<file path="src/rtl/pad_pkg.sv">
package pad_pkg;
  localparam int BTN_W   = 16;
  localparam int WORD_W  = 32;
  localparam int N_WORDS = 4;
  localparam int IDX_W   = $clog2(N_WORDS);

  typedef logic [IDX_W-1:0] word_idx_t;
  localparam word_idx_t LAST_IDX = word_idx_t'(N_WORDS - 1);

  function automatic logic [WORD_W-1:0] make_header(input logic [7:0] code,
                                                    input logic [1:0] port);
    return {code, port, 6'b100000, port, 6'b000000, 8'(N_WORDS - 1)};
  endfunction
endpackage

</file>
<file path="src/rtl/pad_event_fifo.sv">
module pad_event_fifo
  import pad_pkg::*;
#(
  parameter int DEPTH = 4
) (
  input  logic             clk,
  input  logic             rst_n,
  input  logic             ovf_clr,
  input  logic             push,
  input  logic [BTN_W-1:0] push_data,
  input  logic             pop,
  output logic [BTN_W-1:0] pop_data,
  output logic             overrun
);
  localparam int AW = (DEPTH > 1) ? $clog2(DEPTH) : 1;
  localparam int CW = $clog2(DEPTH + 1);
  localparam logic [AW-1:0] PTR_MAX = AW'(DEPTH - 1);
  localparam logic [CW-1:0] CNT_MAX = CW'(DEPTH);

  logic [BTN_W-1:0] mem [DEPTH];
  logic [AW-1:0]    wr_ptr, rd_ptr;
  logic [CW-1:0]    count;
  logic             ovf_q;

  logic is_empty, is_full, do_push, do_pop, ovf_set;
  assign is_empty = (count == '0);
  assign is_full  = (count == CNT_MAX);
  assign do_pop   = pop && !is_empty;
  assign do_push  = push && (!is_full || do_pop);
  assign ovf_set  = push && is_full && !do_pop;

  assign pop_data = is_empty ? '0 : mem[rd_ptr];
  assign overrun  = ovf_q;

  always_ff @(posedge clk) begin
    if (do_push) mem[wr_ptr] <= push_data;
  end

  always_ff @(posedge clk) begin
    if (!rst_n) begin
      wr_ptr <= '0;
      rd_ptr <= '0;
      count  <= '0;
      ovf_q  <= 1'b0;
    end else begin
      if (do_push) wr_ptr <= (wr_ptr == PTR_MAX) ? '0 : wr_ptr + 1'b1;
      if (do_pop)  rd_ptr <= (rd_ptr == PTR_MAX) ? '0 : rd_ptr + 1'b1;
      case ({do_push, do_pop})
        2'b10:   count <= count + 1'b1;
        2'b01:   count <= count - 1'b1;
        default: count <= count;
      endcase
      if (ovf_set)      ovf_q <= 1'b1;
      else if (ovf_clr) ovf_q <= 1'b0;
    end
  end

  // occupancy never exceeds the depth
  a_r9_count_bound: assert property (@(posedge clk) disable iff (!rst_n)
    count <= CNT_MAX);
  // a rejected push raises the flag
  a_r9_full_push_flags: assert property (@(posedge clk) disable iff (!rst_n)
    (push && is_full && !pop) |=> overrun);
  // the flag is sticky until cleared
  a_r10_overrun_sticky: assert property (@(posedge clk) disable iff (!rst_n)
    (overrun && !ovf_clr) |=> overrun);
  // an empty queue yields a zero mask
  a_r3_empty_zero: assert property (@(posedge clk) disable iff (!rst_n)
    is_empty |-> (pop_data == '0));
endmodule

</file>
<file path="src/rtl/pad_reply_seq.sv">
module pad_reply_seq
  import pad_pkg::*;
#(
  parameter logic [7:0]        RESP_CODE = 8'h08,
  parameter logic [WORD_W-1:0] FUNC_CODE = 32'h0100_0000
) (
  input  logic              clk,
  input  logic              rst_n,
  input  logic              start,
  input  logic [1:0]        port,
  input  logic [BTN_W-1:0]  mask,
  output logic              busy,
  output logic              out_valid,
  input  logic              out_ready,
  output logic [WORD_W-1:0] out_data,
  output logic              out_last
);
  logic             busy_q;
  word_idx_t        idx;
  logic [1:0]       port_q;
  logic [BTN_W-1:0] inv_q;

  always_ff @(posedge clk) begin
    if (!rst_n) begin
      busy_q <= 1'b0;
      idx    <= '0;
      port_q <= '0;
      inv_q  <= '1;
    end else if (!busy_q) begin
      if (start) begin
        busy_q <= 1'b1;
        idx    <= '0;
        port_q <= port;
        inv_q  <= ~mask;
      end
    end else if (out_ready) begin
      if (idx == LAST_IDX) busy_q <= 1'b0;
      idx <= idx + 1'b1;
    end
  end

  always_comb begin
    case (idx)
      2'd0:    out_data = make_header(RESP_CODE, port_q);
      2'd1:    out_data = FUNC_CODE;
      2'd2:    out_data = {16'h0000, inv_q};
      default: out_data = '0;
    endcase
  end

  assign busy      = busy_q;
  assign out_valid = busy_q;
  assign out_last  = busy_q && (idx == LAST_IDX);

  // a stalled word stays put
  a_r7_hold: assert property (@(posedge clk) disable iff (!rst_n)
    (out_valid && !out_ready) |=> (out_valid && $stable(out_data) && $stable(out_last)));
  // last marks the end, after which the stream stops
  a_r7_last_ends: assert property (@(posedge clk) disable iff (!rst_n)
    (out_valid && out_ready && out_last) |=> !out_valid);
  // the first word is never the last
  a_r7_first_not_last: assert property (@(posedge clk) disable iff (!rst_n)
    (start && !busy) |=> (out_valid && !out_last));
endmodule

</file>
<file path="src/rtl/pad_cond_reply.sv">
module pad_cond_reply
  import pad_pkg::*;
#(
  parameter int                DEPTH     = 4,
  parameter logic [7:0]        RESP_CODE = 8'h08,
  parameter logic [WORD_W-1:0] FUNC_CODE = 32'h0100_0000
) (
  input  logic        clk,
  input  logic        rst_n,
  input  logic        ovf_clr,
  input  logic        ev_valid,
  output logic        ev_ready,
  input  logic [15:0] ev_buttons,
  input  logic        req_valid,
  output logic        req_ready,
  input  logic [1:0]  req_port,
  output logic        rep_valid,
  input  logic        rep_ready,
  output logic [31:0] rep_data,
  output logic        rep_last,
  output logic        overrun
);
  logic             accept, busy;
  logic [BTN_W-1:0] popped;

  assign ev_ready  = 1'b1;
  assign req_ready = !busy;
  assign accept    = req_valid && req_ready;

  pad_event_fifo #(.DEPTH(DEPTH)) u_fifo (
    .clk       (clk),
    .rst_n     (rst_n),
    .ovf_clr   (ovf_clr),
    .push      (ev_valid),
    .push_data (ev_buttons),
    .pop       (accept),
    .pop_data  (popped),
    .overrun   (overrun)
  );

  pad_reply_seq #(.RESP_CODE(RESP_CODE), .FUNC_CODE(FUNC_CODE)) u_seq (
    .clk       (clk),
    .rst_n     (rst_n),
    .start     (accept),
    .port      (req_port),
    .mask      (popped),
    .busy      (busy),
    .out_valid (rep_valid),
    .out_ready (rep_ready),
    .out_data  (rep_data),
    .out_last  (rep_last)
  );

  // the word after an accept is a header with length 3 and the response code
  a_r4_header: assert property (@(posedge clk) disable iff (!rst_n)
    accept |=> (rep_valid && rep_data[7:0] == 8'd3 && rep_data[31:24] == RESP_CODE));
  // no request is taken while a reply is being emitted
  a_r8_no_accept_busy: assert property (@(posedge clk) disable iff (!rst_n)
    (rep_valid && !(rep_ready && rep_last)) |=> !req_ready);
  // the event input never pushes back
  a_r2_ev_ready: assert property (@(posedge clk) disable iff (!rst_n) ev_ready);
endmodule

</file>
<file path="config.mk">
export PLATFORM = sky130hd
export DESIGN_NAME = pad_cond_reply
export DESIGN_NICKNAME = d
export VERILOG_FILES = /design/src/rtl/pad_pkg.sv /design/src/rtl/pad_event_fifo.sv /design/src/rtl/pad_reply_seq.sv /design/src/rtl/pad_cond_reply.sv
export SDC_FILE = /design/constraint.sdc
export NUM_CORES = 1
export LEC_CHECK = 0
export BUFFER_PORTS_ARGS = -buffer_cell sky130_fd_sc_hd__buf_2
export CAP_MARGIN = 10
export CORE_UTILIZATION = 39
export CTS_CLUSTER_SIZE = 30
export DETAILED_ROUTE_END_ITERATION = 16
export MAX_ROUTING_LAYER = met4
export PLACE_DENSITY = 0.57
export SETUP_SLACK_MARGIN = 0.2
export SLEW_MARGIN = 0
export SYNTH_ARGS = -nofsm -noshare
export SYNTH_HDL_FRONTEND = slang
export SYNTH_SLANG_ARGS = --single-unit
</file>
<file path="constraint.sdc">
create_clock -name clk -period 3.1 [get_ports clk]
set_input_delay 0.62 -clock clk [delete_from_list [all_inputs] [get_ports clk]]
set_output_delay 0.62 -clock clk [all_outputs]
set_load 0.03 [all_outputs]
</file>
==> reports/metrics.csv <==
stage,metric,value,unit
hold_path,hold wc startpoint,u_seq.port_q[0],
synthesis,Synth Flop Type,edfxtp_1,
finish,fraction of layout cells with a size suffix above 1,0.265,
drt,DR pass1 iterations,4,
synthesis,Synth Register Bits,95,
clocking,CTS resizes,0,
hold_path,worst hold endpoint,u_seq.port_q[0],
clocking,H-tree depth,3,
floorplanning,# rows,36,
timing,Hold WS,479,ps
timing,RSZ-0062 raised after global routing,no,
synthesis,Synth warnings,0,
global_routing,GRT overflow,0,
floorplanning,die area,10600,um^2
global_routing,GRT Overall Usage,0.144,
timing,Worst-Margin Slew,782,ps
hold_path,hold depth,2,
clocking,clock root buffer,clkbuf_8,
floorplanning,Core ar.,9820,um^2
timing,relative slew slack,0.478,
timing,fmax,397,MHz
synthesis,Synth cell types,36,
pwr,leakage power,1.78,nW
floorplanning,I/O Pins,61,
drt,Final ANT Viol Nets,0,
synthesis,sequential area share after synthesis,0.640,
clocking,Sink Count,95,
synthesis,Syn Std Cell Area,3970,um^2
timing,Final Max Tran Viols,0,
synthesis,Syn Area/Cell,14.0,um^2
placement,Port-buffer cells,48,
critical_path,R2R Path End,u_fifo.count[2],
floorplanning,Die Y,103,um
finish,Layout Cells excl Fill,472,
drt,routed vias,2235,
finish,"most common cell after layout, fill and taps aside",edfxtp_1,
timing,Period minus WS final,2520,ps
placement,gp weighted congestion,0.779,
status,status,"complete, no violations",
critical_path,Critical R2R Launch,u_fifo.count[1],
timing,Final Setup Violations,0,
global_routing,largest net degree at the start of global routing,32,
clocking,cts hold-fix bufs,0,
synthesis,Syn Inst Count,283,
clocking,CTS tree,yes,
finish,"Area growth, synth to finish",14.5,%
critical_path,R2R cell count,7,
critical_path,reg2reg setup slack,930,ps
clocking,CTS Buf Count,9,
timing,setup TNS,0,ps
finish,# fillers,922,
placement,Post-Place Cell Area,4310,um^2
global_routing,vias in the first global route,2133,
timing,final hold violations,0,
timing,Final Cycle Share,0.812,
critical_path,CP Data Required Time,2480,ps
critical_path,WS Path Type,reg -> out,
finish,"Design Area, Final",4550,um^2
placement,HPWL Detailed,4440,um
floorplanning,initial core utilization,0.404,
pwr,pwr dens,656,nW/um^2
global_routing,initial antenna violation count,0,
critical_path,crit-path max FO,10,
pwr,VDD IR-drop max,266,uV
clocking,"Reg clk slew, reported paths",90,ps
floorplanning,Die Wd,103,um
global_routing,first-pass GRT wire length,10700,um
drt,DR DRC count,0,
finish,layout net count,369,
finish,ANT cells,0,
critical_path,CP endpoint kind,output pin,
synthesis,number of synthesized flops with an enable pin,64,
critical_path,critical path data arrival time,1900,ps
clocking,Skew-Pair Late Insertion Delay,350,ps
finish,footprint of the multi-input gates,1210,um^2
placement,DP Cell Count,456,
drt,initial DRC count,82,
hold_path,min-delay worst type,reg -> reg,
drt,Routed wire per std cell,14.2,um
flow_run,max-cap viol count,0,
critical_path,crit start category,flip-flop,
synthesis,Async SR Flop Fraction,0,
drt,"wirelength, routed",6700,um
timing,clk_skew,9.87,ps
finish,"commonest non-fill, non-tap cells in the layout","edfxtp_1 (64), buf_2 (48), dfxtp_1 (31)",
clocking,# Post-CTS Setup Buffers,0,
drt,Vias/cell,4.74,
finish,flip-flop and latch area,2540,um^2
clocking,Clock Path Buffers,2,
[per-layer routing]
metal / vias up / GRT usage / wire [um] / share of wire
met4: 0 / 0.0834 / 193 / 0.029
met2: 56 / 0.216 / 3010 / 0.45
met3: 15 / 0.0332 / 302 / 0.045
li1: 1087 / - / - / -
met5: - / - / 0 / 0
met1: 1077 / 0.180 / 3190 / 0.48
[report_power, final]
| part | internal (W) | switching, W | total, W |
|---|---|---|---|
| clock | 0.000537 | 0.000429 | 0.000966 |
| combinational | 0.000220 | 0.000279 | 0.000499 |
| sequential | 0.00146 | 0.0000543 | 0.00152 |
| total | 0.00222 | 0.000763 | 0.00298 |
[cells in the mapped netlist, drive strengths merged (2+ instances only)]
library cell	n	area (um^2)
clkbuf	6	22.5
edfxtp	64	1920
mux4	16	360
o22ai	17	106
dfxtp	31	621
nor2b	6	45.0
ha	10	125
o21ai	3	15.0
nand4	2	12.5
conb	2	7.51
and3b	2	17.5
a21oi	3	15.0
and2	18	113
mux2i	6	60.1
inv	24	90.1
a21o	2	15.0
nand2b	4	25.0
buf	20	148
or3	2	12.5
a21boi	4	30.0
nor2	4	15.0
nand2	27	101
a31oi	3	25.0
[worst max path at each step]
stage               cells after the start  slack [ps]    startpoint               to
finish                                  6         580  u_seq.idx[0]     rep_data[11]
global route                            6         380  u_seq.idx[0]     rep_data[13]
CTS                                     6         530  u_seq.idx[0]     rep_data[13]
detailed placement                      8         650     req_valid  u_fifo.count[2]
global placement                        8         710     req_valid  u_fifo.count[2]
floorplan                               8         630     req_valid  u_fifo.count[2]
[stage by stage]
stage | util | total power (W) | worst slack (ps)
floorplan | - | 0.00195 | 627
global placement | 0.438 | 0.00204 | 713
detailed placement | 0.438 | 0.00205 | 650
CTS | 0.463 | 0.00302 | 530
global route | 0.463 | 0.00314 | 385
finish | 0.463 | 0.00298 | 583
[cell type report]
type,instances,share of cell area
tap,133,0.0366
clock inverter,7,0.0261
sequential,95,0.559
timing repair buffer,56,0.0660
clock buffer,9,0.0272
multi-input combinational,148,0.265
inverter,24,0.0198
[critical path, stage by stage, from the launching register on]
cell and delay [ps]:
dfxtp_1 360, inv_1 120, ha_1 190, nor2b_1 330, buf_4 230, and2_1 130, buf_2 190
[kinds of logic (layout without fill, tap and decap cells)]
group | after synthesis | count (layout) | share of synthesized area
mux | 22 | 22 | 0.106
compound gates | 35 | 35 | 0.0589
xor+xnor | 1 | 1 | 0.00221
buf+inv | 50 | 96 | 0.0655
flops | 95 | 95 | 0.640
other cells | 2 | 12 | 0.00189
simple gates | 67 | 67 | 0.0888
fa+ha+maj | 11 | 11 | 0.0365
[flip-flops by register name, indices dropped and copies added (netlist names), named ones only]
register,count
u_fifo.count,3
u_fifo.mem,64
u_fifo.overrun,1
u_fifo.rd_ptr,2
u_fifo.wr_ptr,2
u_seq.busy,1
u_seq.idx,2
u_seq.inv_q,16
u_seq.port_q,2
No activity file was read; power rests on OpenSTA's default activity.
